<file path="src/rtl/pwr_pkg.sv">
package pwr_pkg;
  typedef enum logic [2:0] {
    PS_S0 = 3'd0,
    PS_S1 = 3'd1,
    PS_S2 = 3'd2,
    PS_S3 = 3'd3,
    PS_S4 = 3'd4,
    PS_S5 = 3'd5
  } pstate_t;

  localparam logic [2:0] DEEP_FIRST = 3'd4;
  localparam logic [2:0] LAST_STATE = 3'd5;
endpackage

</file>
<file path="src/rtl/btn_debounce.sv">
module btn_debounce #(
  parameter int DEB_TICKS = 8,
  localparam int CW = (DEB_TICKS > 1) ? $clog2(DEB_TICKS) : 1
) (
  input  logic clk,
  input  logic rst,
  input  logic tick,
  input  logic btn_n,
  output logic level
);
  logic [1:0]    sync_q;
  logic [CW-1:0] cnt;
  logic          raw_press;

  assign raw_press = ~sync_q[1];

  always_ff @(posedge clk) begin
    if (rst) begin
      sync_q <= 2'b11;
      cnt    <= '0;
      level  <= 1'b0;
    end else begin
      sync_q <= {sync_q[0], btn_n};
      if (raw_press == level) begin
        cnt <= '0;
      end else if (tick) begin
        if (cnt == CW'(DEB_TICKS - 1)) begin
          level <= raw_press;
          cnt   <= '0;
        end else begin
          cnt <= cnt + 1'b1;
        end
      end
    end
  end
endmodule

</file>
<file path="src/rtl/hold_timer.sv">
module hold_timer #(
  parameter int HOLD_TICKS = 64,
  localparam int HW = (HOLD_TICKS > 1) ? $clog2(HOLD_TICKS) : 1
) (
  input  logic clk,
  input  logic rst,
  input  logic tick,
  input  logic run,
  output logic fire
);
  logic [HW-1:0] cnt;
  logic          done;

  always_ff @(posedge clk) begin
    if (rst) begin
      cnt  <= '0;
      done <= 1'b0;
      fire <= 1'b0;
    end else begin
      fire <= 1'b0;
      if (!run) begin
        cnt  <= '0;
        done <= 1'b0;
      end else if (tick && !done) begin
        if (cnt == HW'(HOLD_TICKS - 1)) begin
          fire <= 1'b1;
          done <= 1'b1;
        end else begin
          cnt <= cnt + 1'b1;
        end
      end
    end
  end
endmodule

</file>
<file path="src/rtl/stretch_timer.sv">
module stretch_timer #(
  parameter int STRETCH_TICKS = 32,
  localparam int SW = $clog2(STRETCH_TICKS + 1)
) (
  input  logic clk,
  input  logic rst,
  input  logic tick,
  input  logic start,
  output logic active
);
  logic [SW-1:0] cnt;

  always_ff @(posedge clk) begin
    if (rst) begin
      cnt <= '0;
    end else if (start) begin
      cnt <= SW'(STRETCH_TICKS);
    end else if (tick && cnt != '0) begin
      cnt <= cnt - 1'b1;
    end
  end

  assign active = (cnt != '0);
endmodule

</file>
<file path="src/rtl/pwr_btn_ctrl.sv">
module pwr_btn_ctrl
  import pwr_pkg::*;
#(
  parameter int DEB_TICKS     = 8,
  parameter int HOLD_TICKS    = 64,
  parameter int STRETCH_TICKS = 32,
  parameter int RING_SYNC     = 2,
  localparam int RSW = RING_SYNC + 1
) (
  input  logic       clk,
  input  logic       rst,
  input  logic       tick,
  input  logic       btn_n,
  input  logic       ring_in,
  input  logic       ring_en,
  input  logic       stretch_en,
  input  logic       sleep_req,
  input  logic [2:0] sleep_tgt,
  output logic [2:0] state_o,
  output logic       wake_o,
  output logic       ovr_o,
  output logic       irq_o,
  output logic       btn_level
);
  pstate_t        st;
  logic           pressed, armed;
  logic           hold_run, hold_fire;
  logic           stretch_act, stretch_go;
  logic [RSW-1:0] ring_sr;
  logic           ring_edge;
  logic           in_s0, tgt_ok, sleep_go, wake_go, ovr_go, irq_go;

  btn_debounce #(.DEB_TICKS(DEB_TICKS)) u_deb (
    .clk(clk), .rst(rst), .tick(tick), .btn_n(btn_n), .level(pressed)
  );

  hold_timer #(.HOLD_TICKS(HOLD_TICKS)) u_hold (
    .clk(clk), .rst(rst), .tick(tick), .run(hold_run), .fire(hold_fire)
  );

  stretch_timer #(.STRETCH_TICKS(STRETCH_TICKS)) u_str (
    .clk(clk), .rst(rst), .tick(tick), .start(stretch_go), .active(stretch_act)
  );

  always_ff @(posedge clk) begin
    if (rst) ring_sr <= '0;
    else     ring_sr <= {ring_sr[RSW-2:0], ring_in};
  end
  assign ring_edge = ring_sr[RSW-2] & ~ring_sr[RSW-1];

  assign in_s0      = (st == PS_S0);
  assign tgt_ok     = (sleep_tgt != 3'd0) && (sleep_tgt <= LAST_STATE);
  assign ovr_go     = in_s0 & hold_fire;
  assign sleep_go   = in_s0 & sleep_req & tgt_ok & ~hold_fire;
  assign stretch_go = stretch_en & (ovr_go | (sleep_go & (sleep_tgt >= DEEP_FIRST)));
  assign wake_go    = ~in_s0 & ~stretch_act & ((pressed & armed) | (ring_edge & ring_en));
  assign hold_run   = in_s0 & pressed & ~stretch_act;
  assign irq_go     = in_s0 & ring_edge;

  always_ff @(posedge clk) begin
    if (rst) begin
      st     <= PS_S0;
      armed  <= 1'b1;
      wake_o <= 1'b0;
      ovr_o  <= 1'b0;
      irq_o  <= 1'b0;
    end else begin
      wake_o <= wake_go;
      ovr_o  <= ovr_go;
      irq_o  <= irq_go;
      if (!pressed) armed <= 1'b1;
      if (ovr_go) begin
        st    <= PS_S5;
        armed <= 1'b0;
      end else if (sleep_go) begin
        st <= pstate_t'(sleep_tgt);
      end else if (wake_go) begin
        st <= PS_S0;
      end
    end
  end

  assign state_o   = st;
  assign btn_level = pressed;
endmodule

</file>
<file path="config.mk">
export PLATFORM = sky130hd
export DESIGN_NAME = pwr_btn_ctrl
export DESIGN_NICKNAME = d
export VERILOG_FILES = /design/src/rtl/pwr_pkg.sv /design/src/rtl/btn_debounce.sv /design/src/rtl/hold_timer.sv /design/src/rtl/stretch_timer.sv /design/src/rtl/pwr_btn_ctrl.sv
export SDC_FILE = /design/constraint.sdc
export NUM_CORES = 1
export LEC_CHECK = 0
export BUFFER_PORTS_ARGS = -buffer_cell sky130_fd_sc_hd__buf_4
export CAP_MARGIN = 20
export CORE_UTILIZATION = 55
export CTS_CLUSTER_SIZE = 24
export DETAILED_ROUTE_END_ITERATION = 12
export PLACE_DENSITY = 0.77
export SYNTH_ARGS = -nofsm -noshare
export SYNTH_HDL_FRONTEND = slang
export SYNTH_SLANG_ARGS = --single-unit
</file>
<file path="constraint.sdc">
create_clock -name clk -period 4 [get_ports clk]
set_clock_uncertainty 0.1 [all_clocks]
set_input_delay 0.2 -clock clk [delete_from_list [all_inputs] [get_ports clk]]
set_output_delay 0.2 -clock clk [all_outputs]
set_load 0.005 [all_outputs]
</file>
# After elaboration in Yosys (flattened, before gate mapping)
# Cells that the tools add are included.
totals:
  input_bits: 11
  output_inout_bits: 7
  register_bits: 30
op_classes:
  addsub: 3
  reduce_logical: 18
  magnitude_cmp: 2
  bitwise_logic: 25
  mux: 9
  n_eq_ne: 4
op_table:
  columns: ["op", "n"]
  rows:
  - ["$and A1 B1 Y1", 14]
  - ["$mux W3", 4]
  - ["$mux W6", 2]
  - ["$not A1 Y1", 9]
  - ["$reduce_or A2 Y1", 4]
  - ["$add A6 B1 Y6 const B", 1]
  - ["$eq A6 B6 Y1 const B", 1]
  - ["$reduce_bool A3 Y1", 2]
  - ["$reduce_bool A6 Y1", 1]
  - ["$sub A6 B1 Y6 const B", 1]
  - ["$reduce_and A2 Y1", 2]
  - ["$reduce_bool A2 Y1", 2]
  - ["$add A3 B1 Y3 const B", 1]
  - ["$eq A3 B3 Y1 const B", 1]
  - ["$ge A3 B3 Y1 const B", 1]
  - ["$le A3 B3 Y1 const B", 1]
  - ["$logic_and A1 B1 Y1", 3]
  - ["$logic_not A3 Y1", 1]
  - ["$mux W1", 3]
  - ["$reduce_and A3 Y1", 1]
  - ["$reduce_or A3 Y1", 1]
  - ["$ne A2 B2 Y1 const B", 1]
  - ["$or A1 B1 Y1", 2]
  - ["$eq A1 B1 Y1", 1]
  - ["$logic_not A1 Y1", 1]

# Logic depth before layout (Yosys ltp)
logic_depth:
  word_depth: 8
  depth_mapped: 6
  ltp_nobuf: 6

# By module
# From an unflattened synthesis, not the netlist that was laid out.
unflattened:
  cells_unflattened: 137
  area_unflattened_um2: 1352.5
modules_own_cells:
  columns: ["module", "cells_each", "area_per_inst_um2", "seq_area_each_um2", "instances"]
  rows:
  - ["pwr_btn_ctrl", 38, 399.1, 200.2, 1]
  - ["hold_timer", 39, 374.1, 160.2, 1]
  - ["stretch_timer", 39, 335.3, 120.1, 1]
  - ["btn_debounce", 21, 244.0, 120.1, 1]

# Worst setup path after synthesis
# Ideal clock, no wire load.
synth_timing:
  path_kind: "reg-to-reg"
  startpoint: "register u_str.cnt[4]"
  endpoint: "register st[1] (netlist: state_o[1])"
  required_ps: 3756
  slack_ps: 2505
  setup_ps: 144
  arrival_time_ps: 1251
  stages_incl_launch_ff: 5
  path_cell_list: "dfxtp_1 > or3_1 > a211o_1 > a22oi_1 > a211oi_1"
synth_between:
  elab_chain_cells: 5
synth_lines:
  columns: ["element", "line", "rtl"]
  rows:
  - ["start, declared", "stretch_timer.sv:11", "logic [SW-1:0] cnt;"]
  - ["start signal, assigned", "stretch_timer.sv:17", "cnt <= SW'(STRETCH_TICKS);"]
  - ["start signal, assigned", "stretch_timer.sv:19", "cnt <= cnt - 1'b1;"]
  - ["$reduce_bool A6 Y1", "stretch_timer.sv:23", "assign active = (cnt != '0);"]
  - ["$not A1 Y1", "pwr_btn_ctrl.sv:56", "assign wake_go = ~in_s0 & ~stretch_act & ((pressed & armed) | (ring_edge & ring_en));"]
  - ["$and A1 B1 Y1 (2 in series)", "pwr_btn_ctrl.sv:56", null]
  - ["$reduce_bool A2 Y1 (no line)", null, null]
  - ["end signal, assigned", "pwr_btn_ctrl.sv:76", "st <= pstate_t'(sleep_tgt);"]
  - ["end, declared", "pwr_btn_ctrl.sv:25", "pstate_t st;"]
# No other way between the ends.
# A chain may end at the register's enable or synchronous reset.

# Worst setup path in the final report
layout_timing:
  startpoint: "register u_str.cnt[2]"
  endpoint: "register u_hold.cnt[2]"
layout_between:
  elab_chain_cells: 5
layout_lines:
  columns: ["element", "line", "rtl"]
  rows:
  - ["$reduce_bool A6 Y1", "stretch_timer.sv:23", null]
  - ["$not A1 Y1", "pwr_btn_ctrl.sv:57", "assign hold_run = in_s0 & pressed & ~stretch_act;"]
  - ["$and A1 B1 Y1", "pwr_btn_ctrl.sv:57", null]
  - ["$not A1 Y1 (no line)", null, null]
  - ["$reduce_or A2 Y1 (no line)", null, null]
  - ["end signal, assigned", "hold_timer.sv:29", "cnt <= cnt + 1'b1;"]
  - ["end, declared", "hold_timer.sv:11", "logic [HW-1:0] cnt;"]
# No other way between the ends.

==> flow_metrics.env <==
export IMPL_num_antenna_cells=0
export IMPL_hold_class="in2reg"
export IMPL_drc=0
export IMPL_cts_resized_gates=0
export IMPL_syn_inst=133
export IMPL_post_synth_num_cell_types=34
export IMPL_worst_ir_drop_vdd_mv=0.3666
export IMPL_timing_hold_ws_ns=0.04456
export IMPL_p_leak_nw=0.5915
export IMPL_wl_mm=2.191
export IMPL_setup_viol=0
export IMPL_syn_nets=149
export IMPL_arrival_ns=1.85
export IMPL_via_count=1002
export IMPL_setup_tns_ns=0
export IMPL_fin_nets=173
export IMPL_cp_required_ns=4.13
export IMPL_ys_warn_count=0
export IMPL_die_height_um=49.39
export IMPL_fin_util_pct=71.57
export IMPL_hold_viol_final=0
export IMPL_track_usage_pct=20.45
export IMPL_insertion_delay_ns=0.32
export IMPL_tightest_slew_ns=0.6556
export IMPL_placed_cell_area_um2=1381
export IMPL_syn_to_final_growth_pct=18.34
export IMPL_first_pass_iters=4
export IMPL_rsz0062_at_grt="no"
export IMPL_fin_total_pwr_uw=720.7
export IMPL_grt_max_degree=16
export IMPL_final_cell_area_um2=1461
export IMPL_path_delay_family="simple AND/OR/NAND/NOR gates"
export IMPL_vias_per_cell=5.416
export IMPL_seqCellArea_um2=600.6
export IMPL_initial_core_util_pct=60.48
export IMPL_fin_crit_ns=1.714
export IMPL_antenna_found_initial=0
export IMPL_die_w_um=49.39
export IMPL_core_um2=2042
export IMPL_synth_edff_count=0
export IMPL_grt_ovfl_total=0
export IMPL_place_ws_ns=2.308
export IMPL_antenna_left=0
export IMPL_cts_max_level=2
export IMPL_n_fill_cell=184
export IMPL_dieArea_um2=2439
export IMPL_synthArstFlopShare_pct=0
export IMPL_cp_max_fo=8
export IMPL_synth_top_area_share_pct=48.63
export IMPL_numCtsBuffers=5
export IMPL_fin_cells=185
export IMPL_dp_cells=175
export IMPL_io_buffers=17
export IMPL_critPathSlowestCell="or3_1"
export IMPL_cts_tree="done"
export IMPL_drv_cap=0
export IMPL_crit_buf_inv=0
export IMPL_syn_area_um2=1235
export IMPL_multi_input_area_um2=604.3
export IMPL_synth_main_ff_cell="dfxtp_1"
export IMPL_fin_crit_sh_pct=42.85
export IMPL_slew_viol_final=0
export IMPL_grt_pass1_vias=911
export IMPL_yosysSeqAreaShare_pct=48.63
export IMPL_p_per_area_nw_per_um2=493.1
export IMPL_start_kind="flop"
export IMPL_avgSynthCellArea_um2=9.285
export IMPL_final_layout_size_suffix_gt1_share_pct=18.35
export IMPL_crit_chain="or3_1, nor2_1, nand3_1, a211oi_1"
export IMPL_cts_clk_slew_worst_paths_ns=0.09
export IMPL_drtIter0Drc=16
export IMPL_grt_pass1_wl_mm=3.760
export IMPL_rows=16
export IMPL_dpl_hpwl_mm=1.599
export IMPL_clock_sinks=30
export IMPL_synth_area_leader_cell="dfxtp_1"
export IMPL_pin_count=18
export IMPL_cts_root_buffer="clkbuf_4"
export IMPL_yosys_top_cells_area="dfxtp_1 49%, nor2_1 5.2%, ha_1 5.1%"
export IMPL_slew_headroom_pct=55.95
export IMPL_ys_ff_latch=30
export IMPL_cpPeakStageDelay_ns=0.40
export IMPL_max_freq_mhz=583.5
export IMPL_endpoint_kind="flop"
export IMPL_gp_congestion=0.8180
export IMPL_cts_max_path_buffers=2
export IMPL_routedWlPerCell_um=11.84
export IMPL_setup_ws_ns=2.286
export IMPL_status="complete, no violations"
export IMPL_crit_type="reg2reg"
where the power goes:
part	internal [mW]	switching, mW	leakage (nW)
clock	0.0851	0.0979	0.0353
sequential	0.330	0.0250	0.244
combinational	0.0841	0.0988	0.312
total	0.499	0.222	0.591
kinds of logic after synthesis:
kind of cell    synth area share (%)
simple gates                   24.31
flops                          48.63
compound gates                 12.77
buf+inv                        2.431
xor+xnor                       3.547
fa+ha+maj                      5.066
mux                            3.242
cell usage in the layout (no fill, tap or decap), types with 2 or more instances in the layout:
master         count
nor4_1             2
buf_4             17
nor2_1            17
nor2b_1            4
o21ai_0            3
or3_1              5
ha_1               5
dlygate4sd3_1      2
nand3b_1           2
a21oi_1           11
nor3_1             5
nand2_1           11
clkbuf_4           5
or2_2              2
inv_1              3
mux2i_1            4
nand3_1            3
a22oi_1            2
dfxtp_1           30
nand2b_1           2
a211oi_1           3
xnor2_1            2
xor2_1             3
worst paths after layout:
check,from,end,slack (ns),cells past startpoint
worst min register to register,u_deb.sync_q[0]$_SDFF_PP1_,u_deb.sync_q[1]$_SDFF_PP1_,0.33,1
worst max-delay path,u_str.cnt[2]$_SDFFE_PP0P_,u_hold.cnt[2]$_SDFFE_PP0P_,2.29,4
worst min-delay path,stretch_en,u_str.cnt[5]$_SDFFE_PP0P_,0.04,3
worst max register to register,u_str.cnt[2]$_SDFFE_PP0P_,u_hold.cnt[2]$_SDFFE_PP0P_,2.29,4
cells in the mapped netlist, drive strengths merged, types with 3 or more instances:
library cell,number
or3,5
dfxtp,30
a21oi,11
nand2,11
nand3,3
nor3,5
a211oi,3
inv,4
ha,5
mux2i,4
nor2,17
o21ai,3
xor2,3
nor2b,4
timing repair:
action,in CTS,in global routing
hold buffers,2,0
setup buffers,0,0
endpoints found under the hold margin,2,0
state kept, by name, summed over array words and instances (netlist names), 2 cells and up:
| register | flops |
|---|---|
| ring_sr | 3 |
| u_deb.cnt | 3 |
| u_hold.cnt | 6 |
| state_o | 3 |
| u_str.cnt | 6 |
| u_deb.sync_q | 2 |
final cells by class:
type                    instances  area share [%]
multi-input cells              97           41.35
flip-flops and latches         30           41.10
repair buffers                 19           10.10
clock buffers                   7           3.767
well taps                      27           2.312
inverters                       4           1.027
clock inverters                 1          0.3425
metal layers:
layer  routed length (um)  vias to the layer above  GRT usage, %  part of all wire, %
li1                     -                      517             -                    -
met1                 1114                      462         26.21                   51
met2                  967                       18         31.51                   44
met3                   75                        5         5.607                  3.4
met4                   33                        0         10.00                  1.5
met5                    0                        -             0                    0
worst min-delay path: stages:
cell,delay (ns)
buf_4,0.11
nand3_1,0.06
a21oi_1,0.05
Note: power is estimated with default switching activity, not from simulation.
